<file path="src/rtl/burst_pkg.sv">
package burst_pkg;
  typedef enum logic {
    ORD_LINEAR     = 1'b0,
    ORD_INTERLEAVE = 1'b1
  } order_e;
endpackage

</file>
<file path="src/rtl/burst_trigger.sv">
module burst_trigger (
  input  logic start_cpu,
  input  logic start_ctl,
  input  logic step,
  output logic load,
  output logic adv
);
  // A strobe takes priority over the step input.
  assign load = start_cpu | start_ctl;
  assign adv  = step & ~load;
endmodule

</file>
<file path="src/rtl/burst_beat_ctr.sv">
module burst_beat_ctr #(
  parameter int BEAT_W = 2
) (
  input  logic              clk,
  input  logic              rst_n,
  input  logic              load,
  input  logic              adv,
  input  logic [BEAT_W-1:0] start_in,
  output logic [BEAT_W-1:0] start_q,
  output logic [BEAT_W-1:0] beat_q
);
  always_ff @(posedge clk) begin
    if (!rst_n) begin
      start_q <= '0;
      beat_q  <= '0;
    end else if (load) begin
      start_q <= start_in;
      beat_q  <= '0;
    end else if (adv) begin
      beat_q  <= beat_q + 1'b1;   // natural wrap modulo 2**BEAT_W
    end
  end

  // the beat number restarts at zero after a load
  a_r2_beat_restart: assert property (@(posedge clk) disable iff (!rst_n)
    load |=> (beat_q == '0));
  // the beat number holds when nothing happens
  a_r5_beat_hold: assert property (@(posedge clk) disable iff (!rst_n)
    (!load && !adv) |=> $stable(beat_q));
endmodule

</file>
<file path="src/rtl/burst_order_map.sv">
module burst_order_map
  import burst_pkg::*;
#(
  parameter int BEAT_W = 2
) (
  input  order_e            order,
  input  logic [BEAT_W-1:0] start_off,
  input  logic [BEAT_W-1:0] beat,
  output logic [BEAT_W-1:0] low_out
);
  always_comb begin
    unique case (order)
      ORD_LINEAR:     low_out = start_off + beat;
      ORD_INTERLEAVE: low_out = start_off ^ beat;
      default:        low_out = start_off;
    endcase
  end
endmodule

</file>
<file path="src/rtl/burst_addr_seq.sv">
module burst_addr_seq
  import burst_pkg::*;
#(
  parameter int ADDR_W = 8
) (
  input  logic              clk,
  input  logic              rst_n,
  input  logic              order_ilv,
  input  logic              start_cpu,
  input  logic              start_ctl,
  input  logic              step,
  input  logic [ADDR_W-1:0] ext_addr,
  output logic [ADDR_W-1:0] burst_addr
);
  localparam int BEAT_W = 2;
  localparam int UP_W   = ADDR_W - BEAT_W;

  logic              load, adv;
  logic [BEAT_W-1:0] start_q, beat_q, low_out;
  logic [UP_W-1:0]   upper_q;

  burst_trigger u_trig (
    .start_cpu (start_cpu),
    .start_ctl (start_ctl),
    .step      (step),
    .load      (load),
    .adv       (adv)
  );

  burst_beat_ctr #(.BEAT_W(BEAT_W)) u_ctr (
    .clk      (clk),
    .rst_n    (rst_n),
    .load     (load),
    .adv      (adv),
    .start_in (ext_addr[BEAT_W-1:0]),
    .start_q  (start_q),
    .beat_q   (beat_q)
  );

  burst_order_map #(.BEAT_W(BEAT_W)) u_map (
    .order     (order_e'(order_ilv)),
    .start_off (start_q),
    .beat      (beat_q),
    .low_out   (low_out)
  );

  always_ff @(posedge clk) begin
    if (!rst_n)    upper_q <= '0;
    else if (load) upper_q <= ext_addr[ADDR_W-1:BEAT_W];
  end

  assign burst_addr = {upper_q, low_out};

  // any strobe loads the external address on the next edge
  a_r2_strobe_loads: assert property (@(posedge clk) disable iff (!rst_n)
    (start_cpu || start_ctl) |=> (burst_addr == $past(ext_addr)));
  // idle edge keeps the address
  a_r5_idle_hold: assert property (@(posedge clk) disable iff (!rst_n)
    (!start_cpu && !start_ctl && !step) |=> $stable(burst_addr));
  // upper bits only change on a strobe
  a_r6_upper_fixed: assert property (@(posedge clk) disable iff (!rst_n)
    (!start_cpu && !start_ctl) |=> $stable(burst_addr[ADDR_W-1:BEAT_W]));
  // linear step adds one modulo four
  a_r3_linear_step: assert property (@(posedge clk) disable iff (!rst_n)
    (!start_cpu && !start_ctl && step && !order_ilv)
      |=> (burst_addr[BEAT_W-1:0] == $past(burst_addr[BEAT_W-1:0]) + 2'd1));
endmodule

</file>
<file path="config.mk">
export PLATFORM = sky130hd
export DESIGN_NAME = burst_addr_seq
export DESIGN_NICKNAME = d
export VERILOG_FILES = /design/src/rtl/burst_pkg.sv /design/src/rtl/burst_trigger.sv /design/src/rtl/burst_beat_ctr.sv /design/src/rtl/burst_order_map.sv /design/src/rtl/burst_addr_seq.sv
export SDC_FILE = /design/constraint.sdc
export NUM_CORES = 1
export LEC_CHECK = 0
export CAP_MARGIN = 25
export CORE_UTILIZATION = 34
export DETAILED_ROUTE_END_ITERATION = 12
export PLACE_DENSITY = 0.7
export SLEW_MARGIN = 10
export SYNTH_ARGS = -nofsm -noshare
export SYNTH_HDL_FRONTEND = slang
export SYNTH_SLANG_ARGS = --single-unit
</file>
<file path="constraint.sdc">
create_clock -name clk -period 1 [get_ports clk]
set_input_delay 0.25 -clock clk [delete_from_list [all_inputs] [get_ports clk]]
set_output_delay 0.25 -clock clk [all_outputs]
set_load 0.02 [all_outputs]
</file>
# Word-level counts from Yosys, hierarchy flattened
# Index checks and enable logic that the tools add are counted.
# W data, S select, Z words.
# classes
n_reduce_logical	1
n_mux	1
bitwise_logic	6
add_sub_neg	2
# ops
operator	n
$pmux W2 S2	1
$not A1 Y1	3
$add A2 B1 Y2 const B	1
$add A2 B2 Y2	1
$reduce_or A2 Y1	1
$xor A2 B2 Y2	1
$and A1 B1 Y1	1
$or A1 B1 Y1	1
# word_totals
regBits	10
out_inout_bits	8
input_bits	14

# Depth between registers and ports, before layout
# logic_depth
depth_word	3
depth_mapped	3
mapped_depth_nobuf	3

# Hierarchy
# From an unflattened synthesis, not the netlist that was laid out.
# unflattened
cells_unflattened	39
area_unflattened_um2	439.2
# modules_own_cells
mod	instances	seq_area_each_um2	cells_each	area_each_um2
burst_addr_seq	1	120.1	19	229.0
burst_beat_ctr	1	80.1	14	160.2
burst_order_map	1	0.0	4	36.3
burst_trigger	1	0.0	2	13.8

# Worst setup path before layout
# No wires, ideal clock.
# synth_timing
path_type	reg2out
startpoint	reg u_ctr.beat_q[0]
endpoint	out burst_addr[1]
path_stages_with_launch	4
t_required_ps	750
t_arrival_ps	992
setup_slack_ps	-242
cell_sequence	dfxtp_1 -> ha_1 -> nor2b_1 -> xnor2_1
# synth_between
elab_chain_len	2
# synth_lines
item	line_no	text
start, declared	burst_beat_ctr.sv:10	output logic [BEAT_W-1:0] beat_q
start signal, assigned	burst_beat_ctr.sv:20	beat_q <= beat_q + 1'b1;
$add A2 B2 Y2	burst_order_map.sv:13	ORD_LINEAR: low_out = start_off + beat;
$pmux W2 S2	burst_order_map.sv:12	unique case (order)
end, declared	burst_addr_seq.sv:13	output logic [ADDR_W-1:0] burst_addr
# No other way between the ends.

# Final worst setup path
# layout_timing
startpoint	reg u_ctr.start_q[0]
endpoint	out burst_addr[1]
# layout_between
elab_chain_len	2
# layout_lines
item	line_no	text
start, declared	burst_beat_ctr.sv:9	output logic [BEAT_W-1:0] start_q,
start signal, assigned	burst_beat_ctr.sv:17	start_q <= start_in;
$add A2 B2 Y2	burst_order_map.sv:13	
$pmux W2 S2	burst_order_map.sv:12	
# No other way between the ends.

==> metrics.cfg <==
[sta]
finClkSkew_ns=0.0000799
fin_tns_setup_ns=-0.627
final.setup.worst_slack_ns=-0.419
min_period_ns=1.42
final-hold-violation-count=0
slew_viol_final=0
tightestPinTransition_ns=0.169
relSlewSlack_pct=88.6
finalCritPeriodShare_pct=142
timing.fmax_ghz=0.705
final-setup-viol-count=2
rsz0062_at_grt=yes

[drt]
route.detailed.drc=0
via_per_inst=4.86
firstDrtPassIters=2
wl_microns=1070
drtIter0Drc=1
wl_per_cell_microns=11.6
antenna_violating_nets_post_route=0
via_count=447

[yosys]
synth_nets=61
yosys_warnings=0
synthCells=46
synth_commonest_cells=10 x dfxtp_1, 8 x o21ai_0, 8 x or3b_1, 7 x a21boi_0, 3 x xnor2_1
synth_top_cell_area_share_pct=41.6
synthFlopType=dfxtp_1
synth_area_sq_um=482
synth_area_per_cell_sq_um=10.5
async_reset_ff_share_pct=0
yosysMostFrequentCell=dfxtp_1
synth.largest_area_cell=dfxtp_1
synth_seq_area_share_pct=41.6
synth_area_leaders=dfxtp_1 42%, or3b_1 15%, a21boi_0 11%, o21ai_0 8.3%, xnor2_1 5.5%
ys_ff_latch=10
ys_types=14
synth_edf_count=0

[setup_path]
worst-path-max-fanout=2
cp-end-kind=output port
worst_setup_path_start_kind=register
critPathRequiredTime_ns=0.75
cp.arrival_ns=1.17
worstSetupPathType=register to output port

[clock_network]
numCtsBuffers=3
cts_tree=built
clk_pin_slew_ns=0.07
worstSkewPairLatency_ns=0.26
clock-root-buffer=clkbuf_4
cts_hold_buf=0
htreeDepth=1
postCtsSetupBuffers=0
cts_buffer_depth=2
clock_sinks=10

[floorplan]
ios=22
start_util_pct=36.6
die-area_sq_um=1570
coreArea_sq_um=1320
die_h_microns=39.6
chipWidth_microns=39.6
placementRows=13

[cells_and_area]
drive_above_1_share_pct=44.2
fin_nets=93
multi_input_area_sq_um=298
stdcell_area_sq_um=842
ff_latch_area_sq_um=209
antenna_cells=0
syn2layout_area_growth_pct=74.8
fill_cells=118

[power_and_ir_drop]
p_seq_share_pct=42.7
p_sw_share_pct=23.7
power_density_nw_per_um2=1210
p_leak_nw=0.327
clockPowerShare_pct=35.4
ir_worst_vdd_uv=690
power.internal_uw=779
power_frac_comb_pct=21.8
p_switching_uw=242

[run_status]
failed_checks=setup timing
status=finished with violations

[global_route]
antenna_found_initial=0
grt_util_all_layers_pct=15.1
grt_overflow=0
grt_pass1_vias=355
grt_pass1_wl_microns=1510
grt_max_degree=12

[place]
hpwl_microns=820
port_buffers=21
place_area_sq_um=778
place.gp.congestion=0.672

[min_path]
hp-class=primary input to register

[job]
cap_violations=0

==> through the flow <==
| stage | worst slack, ns | utilization, % | cells | total power [mW] | hold WS [ns] |
|---|---|---|---|---|---|
| floorplan | -0.0713 | - | 46 | 0.531 | 0.393 |
| global placement | -0.840 | 59.1 | 88 | 0.650 | 0.551 |
| detailed placement | -0.861 | 59.1 | 88 | 0.655 | 0.556 |
| CTS | -0.426 | 61.6 | 92 | 1.01 | 0.532 |
| global route | -0.482 | 63.9 | 92 | 1.07 | 0.539 |
| finish | -0.419 | 63.9 | 92 | 1.02 | 0.529 |
==> layout make-up <==
class | instances | share of cell area [%]
Sequential cell | 10 | 24.8
Clock buffer | 4 | 4.31
Timing Repair Buffer | 29 | 33.3
Multi-Input combinational cell | 34 | 35.4
Tap cell | 15 | 2.23
==> worst paths after layout <==
check	start	to	slack, ns	cells past startpoint
worst max-delay path	u_ctr.start_q[0]$_SDFFE_PN0P_	burst_addr[1]	-0.42	4
worst min-delay path	rst_n	upper_q[4]$_SDFFE_PN0P_	0.53	3
worst min register to register	upper_q[0]$_SDFFE_PN0P_	upper_q[0]$_SDFFE_PN0P_	0.56	2
worst max register to register	u_ctr.start_q[1]$_SDFFE_PN0P_	u_ctr.start_q[1]$_SDFFE_PN0P_	0.07	2
==> sequential cells by signal (all words and copies together) (netlist names) <==
name,flops
upper_q,6
u_ctr.start_q,2
u_ctr.beat_q,2
==> kinds of logic (layout without fill, tap and decap cells) <==
kind of cell	after synthesis	in the layout	synth area share [%]
AOI/OAI and AO/OA	18	18	24.7
xor gates and xnor gates	3	3	5.46
adders and majority gates	1	1	2.60
buffers and inverters	2	33	4.67
DFF	10	10	41.6
and+or+nand+nor	12	12	21.0
==> layer usage <==
| metal | wire (microns) | vias to the layer above | track usage (%) |
|---|---|---|---|
| met3 | 37 | 2 | 3.41 |
| li1 | - | 231 | - |
| met4 | 12 | 0 | 12.9 |
| met1 | 501 | 205 | 18.8 |
| met2 | 513 | 9 | 21.3 |
| met5 | 0 | - | 0 |
==> worst max-delay path: stages (launching register included) <==
cell	delay (ns)
dfxtp_2	0.35
ha_4	0.12
nor2b_4	0.18
xnor2_4	0.13
buf_6	0.13
==> timing repair <==
item                       in CTS  in global routing
gates resized for setup        49                 15
setup endpoints to repair      18                 11
cloned                          0                  0
pin swaps                       2                  1
hold endpoints to repair        0                  0
==> layout by cell type, fill, tap and decap left out, drive strengths merged <==
cell type | Yosys | layout
o21ai | 8 | 8
nor2b | 1 | 1
nand3b | 1 | 1
buf | 2 | 16
dfxtp | 10 | 10
a21oi | 1 | 1
clkbuf | 0 | 4
clkdlybuf4s50 | 0 | 10
a21boi | 8 | 8
ha | 1 | 1
dlygate4sd2 | 0 | 3
or3b | 9 | 9
nor2 | 1 | 1
xnor2 | 3 | 3
a21bo | 1 | 1
==> power by group through the flow <==
stage | Clock (mW) | Sequential [mW] | Combinational, mW
after detailed placement | 0 | 0.439 | 0.216
after global routing | 0.393 | 0.439 | 0.238
after CTS | 0.368 | 0.432 | 0.213
after floorplan | 0 | 0.457 | 0.0749
after global placement | 0 | 0.438 | 0.212
final | 0.362 | 0.436 | 0.223
(Power assumes the default switching activity.)
